<file path="src/rtl/chen_pkg.sv">
package chen_pkg;

    parameter int CH_COUNT  = 8;
    parameter int BUS_WIDTH = 32;

    // Per-channel write intent after decoding one bus cycle
    typedef struct packed {
        logic hit;   // this write may touch the channel
        logic val;   // value to load when hit
    } chan_wr_t;

    typedef enum logic [1:0] {
        UPD_HOLD  = 2'd0,
        UPD_LOAD  = 2'd1,
        UPD_CLEAR = 2'd2
    } upd_kind_e;

    // Software write has priority over the completion clear
    function automatic upd_kind_e pick_update(input chan_wr_t wr, input logic done);
        if (wr.hit)
            return UPD_LOAD;
        else if (done)
            return UPD_CLEAR;
        else
            return UPD_HOLD;
    endfunction

endpackage

</file>
<file path="src/rtl/chen_write_decode.sv">
module chen_write_decode
    import chen_pkg::*;
#(
    parameter int NCH = CH_COUNT,
    parameter int DW  = BUS_WIDTH
) (
    input  logic          sel,
    input  logic          wr,
    input  logic [DW-1:0] wdata,
    output chan_wr_t      chan_wr [NCH]
);
    localparam int MASK_LSB = NCH;

    logic wr_go;
    assign wr_go = sel & wr;

    for (genvar i = 0; i < NCH; i++) begin : g_dec
        assign chan_wr[i].hit = wr_go & wdata[MASK_LSB + i];
        assign chan_wr[i].val = wdata[i];
    end
endmodule

</file>
<file path="src/rtl/chen_bit_cell.sv">
module chen_bit_cell
    import chen_pkg::*;
(
    input  logic     clk,
    input  logic     rst,
    input  chan_wr_t wr,
    input  logic     done,
    output logic     on
);
    upd_kind_e kind;
    logic      nxt;

    always_comb begin
        kind = pick_update(wr, done);
        unique case (kind)
            UPD_LOAD:  nxt = wr.val;
            UPD_CLEAR: nxt = 1'b0;
            default:   nxt = on;
        endcase
    end

    always_ff @(posedge clk) begin
        if (rst)
            on <= 1'b0;
        else
            on <= nxt;
    end
endmodule

</file>
<file path="src/rtl/chen_enable_reg.sv">
module chen_enable_reg
    import chen_pkg::*;
#(
    parameter int NCH = CH_COUNT,
    parameter int DW  = BUS_WIDTH
) (
    input  logic           clk,
    input  logic           rst,
    input  logic           reg_sel,
    input  logic           reg_wr,
    input  logic [DW-1:0]  reg_wdata,
    output logic [DW-1:0]  reg_rdata,
    input  logic [NCH-1:0] xfer_done,
    output logic [NCH-1:0] chan_on
);
    localparam int PAD_W = DW - NCH;

    chan_wr_t chan_wr [NCH];

    chen_write_decode #(.NCH(NCH), .DW(DW)) u_dec (
        .sel     (reg_sel),
        .wr      (reg_wr),
        .wdata   (reg_wdata),
        .chan_wr (chan_wr)
    );

    for (genvar i = 0; i < NCH; i++) begin : g_cell
        chen_bit_cell u_cell (
            .clk  (clk),
            .rst  (rst),
            .wr   (chan_wr[i]),
            .done (xfer_done[i]),
            .on   (chan_on[i])
        );
    end

    assign reg_rdata = {{PAD_W{1'b0}}, chan_on};
endmodule

</file>
<file path="config.mk">
export PLATFORM = sky130hd
export DESIGN_NAME = chen_enable_reg
export DESIGN_NICKNAME = d
export VERILOG_FILES = /design/src/rtl/chen_pkg.sv /design/src/rtl/chen_write_decode.sv /design/src/rtl/chen_bit_cell.sv /design/src/rtl/chen_enable_reg.sv
export SDC_FILE = /design/constraint.sdc
export NUM_CORES = 1
export LEC_CHECK = 0
export ABC_AREA = 1
export BUFFER_PORTS_ARGS = -buffer_cell sky130_fd_sc_hd__buf_4
export CORE_UTILIZATION = 34
export CTS_CLUSTER_SIZE = 30
export DETAILED_ROUTE_END_ITERATION = 7
export PLACE_DENSITY = 0.83
export SETUP_SLACK_MARGIN = 0.2
export SLEW_MARGIN = 20
export SYNTH_ARGS = -nofsm -noshare
export SYNTH_HDL_FRONTEND = slang
export SYNTH_SLANG_ARGS = --single-unit
</file>
<file path="constraint.sdc">
create_clock -name clk -period 0.8 [get_ports clk]
set_input_delay 0.04 -clock clk [delete_from_list [all_inputs] [get_ports clk]]
set_output_delay 0.04 -clock clk [all_outputs]
set_load 0.1 [all_outputs]
</file>
# After elaboration in Yosys (flattened, before gate mapping)
# Index checks and enable logic that the tools add are counted.
[word_totals] regBits=8 word_cells=65
[classes] eq_ne=16 n_bitwise=9 n_reduce_logical=8 n_mux=24
[ops] cell="$mux W2" count=16
[ops] cell="$eq A2 B1 Y1 const B" count=8
[ops] cell="$eq A2 B2 Y1 const B" count=8
[ops] cell="$pmux W1 S2" count=8
[ops] cell="$reduce_bool A2 Y1" count=8
[ops] cell="$and A1 B1 Y1" count=9

# Logic depth before layout (Yosys ltp)
[depth] ltp_word=5 ltp_mapped=5 depth_no_buf=5

# By module
# Synthesis repeated with hierarchy kept, for this count alone.
[unflattened] cells_unflattened=122 hier_area_um2=750.7
[modules_own_cells] mod="chen_bit_cell" instances=8 seq_area_each_um2=20.0 cells_per_inst=8 area_each_um2=47.5
[modules_own_cells] mod="chen_enable_reg" instances=1 seq_area_each_um2=0.0 cells_per_inst=33 area_each_um2=244.0
[modules_own_cells] mod="chen_write_decode" instances=1 seq_area_each_um2=0.0 cells_per_inst=25 area_each_um2=126.4

# Least setup slack after synthesis
# Ideal clock, no wire load.
[synth_path] kind="register to output" startpoint="register g_cell[0].u_cell.on" endpoint="output port chan_on[0]" path_slack_ns=0.153 path_stages_with_launch=2 n_path_buf=1 arrival_ns=0.607 required_time_ns=0.760 path_cell_list="dfxtp_1 > buf_4"
[synth_lines] element="start, declared" line_no="chen_bit_cell.sv:8" text="output logic on"
[synth_lines] element="start signal, assigned" line_no="chen_bit_cell.sv:26" text="on <= nxt;"
[synth_lines] element="end, declared" line_no="chen_enable_reg.sv:14" text="output logic [NCH-1:0] chan_on"
# No word-level cell between the ends.

# Final worst setup path
[layout_path] startpoint="register g_cell[1].u_cell.on" endpoint="output port reg_rdata[1]"
[layout_lines] element="start, declared" line_no="chen_bit_cell.sv:8"
[layout_lines] element="start signal, assigned" line_no="chen_bit_cell.sv:26"
[layout_lines] element="end, declared" line_no="chen_enable_reg.sv:12" text="output logic [DW-1:0] reg_rdata,"
# No word-level cell between the ends.

==> impl_metrics.toml <==
[die]
fp.dieH_um = 49.15
die-area_mm2 = 0.002415
die_w_um = 49.15
num_io_pins = 84
rows = 16
initial_core_util = 0.3738
design.core.area_mm2 = 0.002022

[synth]
yosysSeqAreaShare = 0.2119
synth_compound_area_frac = 0
postSynthCellCount = 108
synth.top_cell.area_share = 0.3974
yosys.area.top_type = "buf_4"
netlist_top_cells_area = "buf_4 (40%), dfxtp_1 (21%), nand2_1 (12%), nand3_2 (11%), nor2_1 (7.9%)"
muxShareOfSynthArea = 0
synth-simple-area-share = 0.3046
synth.most_common_cell = "buf_4"
ys.flop_type = "dfxtp_1"
synth_top_family_by_area = "buffers and inverters"
synthXorXnorAreaFrac = 0
netlist_area_um2 = 755.7
synth_adder_area_share = 0
netlist-cell-type-count = 9
synth-edff-count = 0
ys_warn_count = 0
synthTopCellsByCount = "buf_4 (40), nand2_1 (24), nor2_1 (16)"
async_flop_share = 0
synth.avg_cell_area_um2 = 6.997
synth-seq-cells = 8

[status]
status = "finished with violations"
failed_checks = "negative setup slack"

[clock_network]
cts_sinks = 8
insertion_delay_ps = 250
clk_pin_slew_ps = 60
cts_max_path_buffers = 2
tritoncts = "done"
numCtsBuffers = 3
h-tree-depth = 1
cts_root_buf = "clkbuf_4"

[pwr]
p_int_mw = 0.7964
p_leak_nw = 0.6127
power_frac_comb = 0.580
p_switching_mw = 0.9717
vdd_drop_max_mv = 0.7922
p_seq_frac = 0.240
p_per_area_mw_per_mm2 = 1536
netSwitchingFraction = 0.5496
pwr-share-clk = 0.180

[cells_and_area]
syn_to_final_growth_pct = 52.32
n_fill_cell = 184
regMostFlops = "g_cell.u_cell.on"
fin_util = 0.5693
largest_register_ffs = 8
finalNetCount = 183
drive_gt1_frac = 0.4964
top_regs = "g_cell.u_cell.on: 8 flops"
fin_area_mm2 = 0.001151
diodes = 0

[timing]
setup_slack_ps = -50.24
rsz0062_at_grt = "true"
finalHoldViolCount = 0
fin_crit_sh = 1.063
setup_tns_ps = -721.3
period_minus_slack_ps = 850.2
slew_viol_final = 0
setup_violations = 16
finClkSkew_ps = 0
clock.fmax_ghz = 1.176

[routing]
wl_per_cell_um = 9.427
remaining_drc_errors = 0
drtPass1Iterations = 2
viasPerCell = 3.848
drt_wl_total_mm = 1.546
drtIter0Drc = 1
ant_nets = 0
vias = 631

[placed_design]
gp_congestion = 0.5884
dpl_cell_area_um2 = 885.9
dp_hpwl_mm = 1.094
port_buffers = 43

[worst_setup_path]
worst-path-buf-inv = 1
cp_max_fo = 3
crit_family = "flip-flops"
required_ps = 760
worstSetupPathType = "register to output pin"
worst_path_max_delay_cell = "dfxtp_4"
cp-end-kind = "output pin"
arrival_ps = 810
startpoint_type = "register"
cp_cell_sequence = "buf_12"
critPathMaxStageDelay_ps = 380

[global_routing]
first_global_vias = 601
grt_max_degree = 9
grt-ovfl-total = 0
grt_pass1_wl_mm = 2.394
track_usage = 0.1326
antenna_found_initial = 0

[run]
drv_cap = 0

[hold_path]
hold_class = "input pin to register"
[metal layers]
metal,part of all wire,track usage
met2,0.51,0.2557
met1,0.35,0.1220
met3,0.12,0.03738
met5,0,0
met4,0.0065,0.07353
[logic make-up (layout without fill, tap and decap cells)]
family | count (synthesis) | after routing
buffers and inverters | 51 | 57
DFF | 8 | 8
other | 1 | 24
and+or+nand+nor | 48 | 48
[per-stage QoR]
stage          worst slack [ps]  hold slack, ps  std cells  power [mW]
2_1_floorplan             180.1           174.2        131       1.407
3_3_place_gp              157.1           260.1        159       1.370
3_5_place_dp              151.1           272.6        159       1.377
4_1_cts                  -56.62           4.397        163       1.777
5_1_grt                  -72.30           18.35        164       1.828
6_report                 -50.24           7.805        164       1.768
[area by class of cell]
class,count,area (µm²),share of cell area
Tap cell,27,33.78,0.02935
Timing Repair Buffer,45,538.0,0.4674
Sequential cell,8,190.2,0.1652
Multi-Input combinational cell,72,327.8,0.2848
Clock buffer,3,22.52,0.01957
Inverter,9,38.79,0.03370
[worst paths after layout]
check / slack (ps) / start / cells after the start / to
setup reg to reg: 10 / g_cell[5].u_cell.on / 5 / g_cell[5].u_cell.on
hold / removal: 8 / reg_wdata[0] / 3 / g_cell[0].u_cell.on
setup / recovery: -50 / g_cell[1].u_cell.on / 1 / reg_rdata[1]
hold reg to reg: 580 / g_cell[4].u_cell.on / 4 / g_cell[4].u_cell.on
[timing repair]
action / CTS / global route
pin swaps: 0 / 2
gates resized for setup: 57 / 2
setup buffers: 1 / 1
setup endpoints to repair: 24 / 24
endpoints found under the hold margin: 0 / 0
hold buffers: 0 / 0
[cells in the final DEF, fill, tap and decap left out]
master / instances
buf_4: 29
conb_1: 24
nand2_1: 21
nor2_1: 16
buf_12: 16
nand3_2: 8
inv_1: 8
dfxtp_4: 8
nand2_2: 3
clkbuf_4: 3
inv_6: 1
[power groups by stage]
stage               sequential, mW  combinational (mW)  clock [mW]
finish                       0.425                1.03       0.318
global route                 0.428                1.05       0.345
CTS                          0.425                1.02       0.332
detailed placement           0.436               0.940           0
global placement             0.435               0.935           0
floorplan                    0.444               0.963           0
No activity file was read; power rests on OpenSTA's default activity.
